===== config.mk =====
export PLATFORM = sky130hd
export DESIGN_NAME = gpio_pad_irq
export DESIGN_NICKNAME = d
export VERILOG_FILES = /design/src/rtl/gpio_pad_irq.sv
export SDC_FILE = /design/constraint.sdc
export NUM_CORES = 1
export LEC_CHECK = 0
export CAP_MARGIN = 20
export CELL_PAD_IN_SITES_DETAIL_PLACEMENT = 0
export CELL_PAD_IN_SITES_GLOBAL_PLACEMENT = 1
export CORE_MARGIN = 2
export CORE_UTILIZATION = 30
export CTS_CLUSTER_DIAMETER = 80
export DETAILED_ROUTE_END_ITERATION = 7
export DONT_BUFFER_PORTS = 1
export GPL_TIMING_DRIVEN = 0
export PLACE_DENSITY_LB_ADDON = 0.05
export RECOVER_POWER = 50
export REMOVE_ABC_BUFFERS = 1
export SLEW_MARGIN = 5
export SYNTH_ARGS = -nofsm -noshare
export SYNTH_HDL_FRONTEND = slang
export SYNTH_SLANG_ARGS = --single-unit
export TNS_END_PERCENT = 30

===== constraint.sdc =====
create_clock -name clk -period 1.95 [get_ports clk]
set_input_delay 0.195 -clock clk [delete_from_list [all_inputs] [get_ports clk]]
set_output_delay 0.195 -clock clk [all_outputs]
set_load 0.01 [all_outputs]

===== src/rtl/gpio_pad_irq.sv =====
module gpio_pad_irq #(
  parameter int NPINS = 13,
  parameter int G0_PINS = 7,
  parameter int AW = 16,
  parameter logic [AW-1:0] PAD_BASE = 16'h4E44,
  parameter logic [AW-1:0] EDGE_BASE = 16'h4E51,
  parameter logic [AW-1:0] STS_BASE = 16'h4E0B,
  parameter logic [AW-1:0] MSK_BASE = 16'h4E19
) (
  input  logic             clk,
  input  logic             rst_n,
  input  logic             reg_wr,
  input  logic [AW-1:0]    reg_addr,
  input  logic [7:0]       reg_wdata,
  output logic [7:0]       reg_rdata,
  input  logic [NPINS-1:0] pin_in,
  output logic [NPINS-1:0] pad_out,
  output logic [NPINS-1:0] pad_oe,
  output logic [NPINS-1:0] pull_en,
  output logic [NPINS-1:0] pull_up,
  output logic [NPINS-1:0] pull_weak,
  output logic             irq
);
  localparam int G1_PINS = NPINS - G0_PINS;

  logic [NPINS-1:0] sync1, sync2, sync3, hit, sts, msk, clr;
  logic [NPINS-1:0][7:0] rd_pin;
  logic [7:0] rd_grp;
  logic unused_wbits;

  assign unused_wbits = &{1'b0, reg_wdata[7:6]};

  wire sts0_wr = reg_wr && reg_addr == STS_BASE;
  wire sts1_wr = reg_wr && reg_addr == STS_BASE + AW'(1);
  wire msk0_wr = reg_wr && reg_addr == MSK_BASE;
  wire msk1_wr = reg_wr && reg_addr == MSK_BASE + AW'(1);

  assign clr = {sts1_wr ? reg_wdata[G1_PINS-1:0] : {G1_PINS{1'b0}},
                sts0_wr ? reg_wdata[G0_PINS-1:0] : {G0_PINS{1'b0}}};

  always_ff @(posedge clk or negedge rst_n)
    if (!rst_n) begin
      sync1 <= '0;
      sync2 <= '0;
      sync3 <= '0;
    end else begin
      sync1 <= pin_in;
      sync2 <= sync1;
      sync3 <= sync2;
    end

  always_ff @(posedge clk or negedge rst_n)
    if (!rst_n) sts <= '0;
    else        sts <= (sts & ~clr) | hit;

  always_ff @(posedge clk or negedge rst_n)
    if (!rst_n) msk <= '1;
    else begin
      if (msk0_wr) msk[G0_PINS-1:0] <= reg_wdata[G0_PINS-1:0];
      if (msk1_wr) msk[NPINS-1:G0_PINS] <= reg_wdata[G1_PINS-1:0];
    end

  assign irq = |(sts & ~msk);

  for (genvar i = 0; i < NPINS; i++) begin : g_pin
    logic [5:0] pad_q;
    logic [1:0] esel_q;
    wire pad_sel  = reg_addr == PAD_BASE + AW'(i);
    wire edge_sel = reg_addr == EDGE_BASE + AW'(i);

    always_ff @(posedge clk or negedge rst_n)
      if (!rst_n) begin
        pad_q  <= '0;
        esel_q <= '0;
      end else begin
        if (reg_wr && pad_sel)  pad_q  <= reg_wdata[5:0];
        if (reg_wr && edge_sel) esel_q <= reg_wdata[2:1];
      end

    assign hit[i] = (esel_q[1] & sync2[i] & ~sync3[i]) |
                    (esel_q[0] & ~sync2[i] & sync3[i]);

    assign pad_oe[i]    = pad_q[5] & (pad_q[4] | ~pad_q[0]);
    assign pad_out[i]   = pad_q[4] & pad_q[0];
    assign pull_en[i]   = pad_q[3];
    assign pull_up[i]   = pad_q[1];
    assign pull_weak[i] = pad_q[2];

    assign rd_pin[i] = pad_sel  ? {2'b00, pad_q} :
                       edge_sel ? {5'b0, esel_q, sync2[i]} : 8'h00;

    AST_OD_NO_HIGH: assert property (@(posedge clk) disable iff (!rst_n)
      (pad_oe[i] && !pad_q[4]) |-> !pad_out[i]);
    AST_STS_NEEDS_EDGE: assert property (@(posedge clk) disable iff (!rst_n)
      $rose(sts[i]) |-> $past(sync2[i] ^ sync3[i]));
    AST_STS_FALLS_BY_WRITE: assert property (@(posedge clk) disable iff (!rst_n)
      $fell(sts[i]) |-> $past(reg_wr));
    AST_SET_BEATS_CLEAR: assert property (@(posedge clk) disable iff (!rst_n)
      hit[i] |=> sts[i]);
  end

  always_comb begin
    rd_grp = 8'h00;
    if (reg_addr == STS_BASE)               rd_grp = {{(8-G0_PINS){1'b0}}, sts[G0_PINS-1:0]};
    if (reg_addr == STS_BASE + AW'(1))      rd_grp = {{(8-G1_PINS){1'b0}}, sts[NPINS-1:G0_PINS]};
    if (reg_addr == MSK_BASE)               rd_grp = {{(8-G0_PINS){1'b0}}, msk[G0_PINS-1:0]};
    if (reg_addr == MSK_BASE + AW'(1))      rd_grp = {{(8-G1_PINS){1'b0}}, msk[NPINS-1:G0_PINS]};
    reg_rdata = rd_grp;
    for (int k = 0; k < NPINS; k++) reg_rdata = reg_rdata | rd_pin[k];
  end

  AST_IRQ_BLOCKED: assert property (@(posedge clk) disable iff (!rst_n)
    (&msk) |-> !irq);
  AST_IRQ_NEEDS_STATUS: assert property (@(posedge clk) disable iff (!rst_n)
    irq |-> (sts != '0));
endmodule


### Word level (Yosys, flattened, before mapping)

Cells that the tools add are included.
Widths: inputs -> output; s select.

* bitwise logic cells: 161
* reduce and logical (&&, ||, !) cells: 31
* muxes and demuxes: 32
* equal/unequal tests: 30

Operators by type and width (count)
* $eq 16x15->1 const B: 30
* $or 8x6->8: 13
* $mux 6: 14
* $and 1x1->1: 78
* $mux 3: 13
* $not 1->1: 39
* $logic_and 1x1->1: 30
* $and 13x13->13: 2
* $not 13->13: 2
* $or 1x1->1: 26
* $mux 8: 3
* $mux 7: 2
* $or 13x13->13: 1
* $reduce_or 13->1: 1

* output and inout port bits: 74
* bits in registers: 169
* logic and storage cells: 286
* bits of input ports: 40

### Logic depth before layout (Yosys ltp)

Gate-level depths: netlist (run 1).

* depth after elaboration: 18
* gate-level depth with buffers: 8
* gate-level depth less buffers: 5

### Worst setup path after synthesis (run 1)

Ideal clock, no wire load.

* kind: input -> register
* from: in reg_addr[13]
* to: reg g_pin[4].esel_q[1]
* data arrival time: 2167 ps
* data required time: 1825 ps
* setup slack: -342 ps
* stages on the path: 7
* buffers on the path: 2
* setup time: 125 ps
* path through: or4b_1 buf_2 or4_4 buf_6 or2_4 nor2_4 mux2_2

* word-level cells in the longest chain between the ends: 2

RTL lines
* start, declared: RTL line 13 `input logic [AW-1:0] reg_addr,`
* $eq 16x15->1: RTL line 69 `wire edge_sel = reg_addr == EDGE_BASE + AW'(i);`
* $logic_and 1x1->1: RTL line 77 `if (reg_wr && edge_sel) esel_q <= reg_wdata[2:1];`
* end signal, assigned: RTL line 77
* end, declared: RTL line 67 `logic [1:0] esel_q;`

Every way passes these cells.
A chain may end at the register's enable or synchronous reset.

### Worst setup path after layout (run 1)

* from: reg sync2[4]
* to: out reg_rdata[0]

* word-level cells in the longest chain between the ends: 11

RTL lines
* start, declared: RTL line 26 `logic [NPINS-1:0] sync1, sync2, sync3, hit, sts, msk, clr;`
* start signal, assigned: RTL line 48 `sync2 <= sync1;`
* $mux 3: RTL line 90 `edge_sel ? {5'b0, esel_q, sync2[i]} : 8'h00;`
* $mux 6: RTL line 89 `assign rd_pin[i] = pad_sel ? {2'b00, pad_q} :`
* $or 8x6->8 (9 in series): RTL line 109 `for (int k = 0; k < NPINS; k++) reg_rdata = reg_rdata | rd_pin[k];`
* end, declared: RTL line 15 `output logic [7:0] reg_rdata,`

Every way passes these cells.

==> flow_summary.yaml, run 1 <==
outcome:
  status: "finished, violations left"
  violations: "negative hold slack, negative setup slack"
sta:
  rsz0062_at_grt: "yes"
  whs_ps: -556
  skew_ps: 8.97
  drv_slew: 0
  hold_viol: 169
  worst_slew_pin_slew_ps: 1040
  fin_crit_ps: 2670
  fin_crit_sh_pct: 137
  maxSlewHeadroom_pct: 30.1
  finalSetupViolCount: 7
  timing.final.ws_setup_ps: -722
  fmaxAchievable_mhz: 374
global_route:
  grt_max_degree: 170
  track_usage_pct: 20.8
  grt_pass1_vias: 6079
  grt_pass1_wl_um: 43600
  antenna_found_initial: 0
  grt_overflow: 0
yosys:
  yosys_warnings: 0
  yosysMostFrequentCell: "dfrtp_1"
  synth_common_cells: "dfrtp_1 (156), mux2_2 (116), nand2_1 (56), buf_4 (43), inv_1 (29)"
  yosysSeqAreaShare_pct: 50.4
  synth_cell_type_count: 68
  synth-edff-count: 0
  async_reset_ff_share_pct: 100
  syn_avg_cell_area_um2: 11.8
  yosysTopAreaCell: "dfrtp_1"
  synth.cell_area_um2: 8430
  netlist_instances: 712
  synth_top_cell_area_share_pct: 46.3
  synth_area_leaders: "dfrtp_1 (46%), mux2_2 (15%), dfstp_2 (4.1%)"
  ys_ff_latch: 169
  synth_flop_cell: "dfrtp_1"
final_layout:
  fin_util_pct: 35.4
  diodes: 0
  area_growth_pct: 16.3
  drive_gt1_share_pct: 35.8
  nets: 740
critical_path:
  crit_chain: "mux4_2 -> a222oi_1 -> nand2_1 -> or4_4"
  r2r_slack_ps: 930
  cpMaxStageDelayCell: "mux4_2"
  cp_top_family: "simple AND/OR/NAND/NOR gates"
  arrival_ps: 2480
  critPathBufInv: 0
  cp-start-kind: "flop"
  slowest_delay_ps: 500
  required_ps: 1750
  worstPathMaxFanout: 4
  path_class: "reg -> out"
  cp-end-kind: "output pin"
floorplanning:
  dieArea_um2: 29500
  num_io_pins: 114
  num_rows: 61
  start_util_pct: 30.4
  dieHeight_um: 172
  core_area_um2: 27700
  fp.dieW_um: 172
place:
  gp_congestion: 0.838
  hpwl_um: 20500
  dp_slack_ps: -1320
  port_buffers: 0
cts:
  cts_root_buf: "clkbuf_16"
  clockBufferDepth: 2
  htreeDepth: 4
  clkTransAtPathRegs_ps: 70
  insertion_delay_ps: 440
  cts_tree: "built"
  hold_buffers: 20
  clock-sinks: 169
  cts_made_buffers: 17
detailed_routing:
  drt_pass1_iterations: 5
  viasPerCell: 5.33
  drt_iter0_markers: 415
  wl_per_cell_um: 27.0
  vias: 5811
  drc: 0
  drtAntennaViolNets: 0
  wl_um: 29400
pwr:
  ir_worst_vdd_mv: 0.385
  powerDensity_nw_per_um2: 756
  leakagePower_nw: 4.31
job:
  max_cap_violations: 0
worst_hold_path:
  hold_class: "in -> async"
-- layout by cell type (no fill, tap or decap), drive strengths merged, types with 4 or more instances in the layout --
cell / instances
a21boi: 14
a21o: 13
a21oi: 4
a221oi: 4
a222oi: 9
a22o: 10
a22oi: 12
a32o: 6
and2: 16
buf: 29
clkbuf: 18
clkinv: 4
dfrtp: 156
dfstp: 13
dlygate4sd3: 18
inv: 36
mux2: 117
mux2i: 5
mux4: 4
nand2: 57
nand2b: 5
nand3: 12
nand3b: 7
nor2: 25
nor2b: 6
nor3: 7
nor4: 18
o21ai: 8
o22ai: 16
or4: 5
or4b: 5
or4bb: 4
-- sequential cells by signal, indices dropped and copies added (netlist names) --
register	count
sts	13
sync2	13
sync3	13
sync1	13
g_pin.pad_q	78
msk	13
g_pin.esel_q	26
-- where the power goes --
group	internal, W	switching (W)	leakage (nW)
Clock	0.00196	0.00162	0.297
Sequential	0.00355	0.0000265	2.20
Combinational	0.0000958	0.000154	1.81
-- repair_timing --
item	4_1_cts	5_1_grt
pin swaps	24	10
gates resized for setup	49	15
setup endpoints to repair	117	53
buffers inserted	20	3
endpoints found under the hold margin	312	169
-- final timing paths --
| kind | from | end | depth (start not counted) |
|---|---|---|---|
| setup / recovery | sync2[4] | reg_rdata[0] | 4 |
| hold / removal | rst_n | g_pin[5].pad_q[3] | 0 |
| setup reg to reg | sync2[12] | sts[12] | 3 |
| hold reg to reg | sync1[0] | sync2[0] | 0 |
| max in group asynchronous | rst_n | msk[1] | 0 |
| min in group clk | reg_addr[2] | g_pin[0].esel_q[0] | 3 |
-- final cells by class --
cell class	count	area (um2)
Fill cell	2731	17900
Sequential cell	169	4250
Multi-Input combinational cell	435	3850
Timing Repair Buffer	48	515
Tap cell	378	473
Clock buffer	18	439
Clock inverter	13	160
Inverter	29	109
-- stage by stage --
| stage | cells | cell area [um2] | setup TNS (ps) | power, W |
|---|---|---|---|---|
| 2_1_floorplan | 633 | 7940 | -75950 | 0.00372 |
| 3_3_place_gp | 1011 | 8410 | -213610 | 0.00376 |
| 3_5_place_dp | 1016 | 8480 | -107700 | 0.00377 |
| 4_1_cts | 1087 | 9700 | -2740 | 0.00750 |
| 5_1_grt | 1090 | 9800 | -2890 | 0.00767 |
| 6_report | 1090 | 9800 | -2230 | 0.00741 |
-- kinds of logic (layout without fill, tap and decap cells) --
family	after synthesis	after routing	share of synthesized area, %
buffers and inverters	108	108	7.11
AND/OR/NAND/NOR	193	193	14.6
other	1	1	0.0445
multiplexers	126	126	17.3
AO/OA/AOI/OAI	115	115	10.6
flip-flops	169	169	50.4
-- per-layer routing --
layer / wire, um / global-route usage [%] / vias up / part of all wire (%)
met1: 13200 / 27.8 / 3064 / 45
met2: 14300 / 34.1 / 165 / 48
met5: 0 / 0 / - / 0
met3: 1400 / 4.39 / 25 / 4.7
met4: 605 / 5.93 / 0 / 2.1
li1: - / - / 2557 / -
No activity file was read; power rests on OpenSTA's default activity.
==> run 2, diff against run 1 <==
--- a/config.mk
+++ b/config.mk
@@ -9,11 +9,12 @@
 export CELL_PAD_IN_SITES_DETAIL_PLACEMENT = 0
 export CELL_PAD_IN_SITES_GLOBAL_PLACEMENT = 1
 export CORE_MARGIN = 2
-export CORE_UTILIZATION = 30
+export CORE_UTILIZATION = 31
 export CTS_CLUSTER_DIAMETER = 80
 export DETAILED_ROUTE_END_ITERATION = 7
 export DONT_BUFFER_PORTS = 1
 export GPL_TIMING_DRIVEN = 0
+export MAX_ROUTING_LAYER = met4
 export PLACE_DENSITY_LB_ADDON = 0.05
 export RECOVER_POWER = 50
 export REMOVE_ABC_BUFFERS = 1
==> run 2 against run 1 <==
The run still ends with negative hold slack, negative setup slack left. Sequential cell count did not move. Count of clock-buffer cells in the layout did not move. Hold slack improved by 10 ps. Utilization rose by 1.3 points. Register-to-register slack improved by 30 ps. Final cell count fell by 3.1%.
==> flow_summary.yaml, run 2 (synthesis results as in run 1) <==
sta:
  fmaxAchievable_mhz: 382
  whs_ps: -546
  skew_ps: 11.4
  tns_ps: -5240
  maxSlewHeadroom_pct: 26.5
  worst_slew_pin_slew_ps: 1090
  timing.final.ws_setup_ps: -671
  hold_viol: 169
  fin_crit_ps: 2620
  fin_crit_sh_pct: 134
  drv_slew: 0
  finalSetupViolCount: 32
  rsz0062_at_grt: "yes"
job:
  max_cap_violations: 0
final_layout:
  seqCellArea_um2: 4250
  area_growth_pct: 16.7
  drive_gt1_share_pct: 37.4
  final_area_um2: 9840
  reg_top3: "g_pin.pad_q: 78 flops, g_pin.esel_q: 26 flops"
  layout_commonest_cell: "dfrtp_1"
  fin_util_pct: 36.7
  nets: 740
  final_cell_mix: "dfrtp_1 (153), mux2_2 (101), nand2_1 (55)"
  largest_reg_flops: 78
  fin_cells: 1056
  multi_input_area_um2: 3960
  nFillCells: 2623
  regMostFlops: "g_pin.pad_q"
floorplanning:
  dieHeight_um: 169
  core_area_um2: 26800
  num_io_pins: 114
  fp.dieW_um: 169
  num_rows: 60
  dieArea_um2: 28500
  start_util_pct: 31.4
detailed_routing:
  drc: 0
  drtAntennaViolNets: 0
  vias: 5866
  drt_pass1_iterations: 5
  wl_per_cell_um: 27.8
  viasPerCell: 5.55
  wl_um: 29400
  drt_iter0_markers: 494
critical_path:
  r2r_slack_ps: 960
  cp-end-kind: "output pin"
  r2r-end: "sts[7]"
  required_ps: 1750
  regToRegStartpoint: "sync2[7]"
  worstPathMaxFanout: 2
  cp-start-kind: "flop"
  reg2reg_depth: 4
  path_class: "reg -> out"
  arrival_ps: 2430
cts:
  cts_root_buf: "clkbuf_16"
  hold_buffers: 20
  clockBufferDepth: 2
  htreeDepth: 4
  insertion_delay_ps: 430
  clock-sinks: 169
  clkTransAtPathRegs_ps: 80
  cts_tree: "built"
  cts_made_buffers: 17
pwr:
  powerDensity_nw_per_um2: 730
  ir_worst_vdd_mv: 0.360
  leakagePower_nw: 4.29
place:
  dp_slack_ps: -1180
  port_buffers: 0
  hpwl_um: 20200
  postPlaceCellArea_um2: 8440
  place_inst: 977
  gp_congestion: 0.878
global_route:
  grt_overflow: 0
  antenna_found_initial: 2
  grt_pass1_wl_um: 43100
  grt_pass1_vias: 5932
  track_usage_pct: 21.5
  grt_max_degree: 170
worst_hold_path:
  hold_class: "in -> async"
outcome:
  violations: "negative hold slack, negative setup slack"
  status: "finished, violations left"
run 2: what timing repair did:
action,4_1_cts,5_1_grt
endpoints found under the setup margin,137,99
hold endpoints to repair,312,169
pin swaps,25,12
gates resized for setup,41,52
setup buffers,22,3
run 2: worst max-delay path, cell delays in order (launching register included):
cell and delay [ps]:
dfrtp_1 400, mux4_2 520, a222oi_1 450, nand2_1 140
or4_4 480
run 2: final cells by class:
cell class	count	area share (%)
Timing Repair Buffer	48	5.30
Inverter	29	1.11
Tap cell	341	4.34
Clock buffer	18	4.47
Antenna cell	2	0.0509
Multi-Input combinational cell	435	40.3
Sequential cell	169	43.2
Clock inverter	14	1.26
run 2: report_power, final:
group          switching [W]  internal (W)  total (W)
sequential         0.0000254       0.00355    0.00357
combinational       0.000155      0.000101   0.000257
clock                0.00163       0.00172    0.00336
run 2: routing by layer:
metal	part of all wire, %	track usage [%]	vias to the layer above
met1	45	28.7	3091
met4	1.8	5.32	0
met3	4.7	3.93	29
met2	48	34.2	180
li1	-	-	2566
met5	0	-	-
run 2: how the worst max path moves through the flow:
stage	from	end	slack [ps]	depth (start not counted)
3_3_place_gp	reg_addr[8]	g_pin[0].pad_q[3]	-2360	4
2_1_floorplan	reg_addr[8]	g_pin[11].pad_q[0]	-890	4
6_report	sync2[5]	reg_rdata[0]	-670	4
3_5_place_dp	reg_addr[13]	g_pin[10].pad_q[2]	-1180	5
4_1_cts	sync2[5]	reg_rdata[0]	-670	4
5_1_grt	sync2[5]	reg_rdata[0]	-740	4
run 2: stage by stage:
| step | total power [W] | hold slack (ps) |
|---|---|---|
| final | 0.00718 | -546 |
| after global placement | 0.00376 | -94.5 |
| after detailed placement | 0.00377 | -94.8 |
| after CTS | 0.00726 | -565 |
| after floorplan | 0.00372 | -101 |
| after global routing | 0.00746 | -566 |
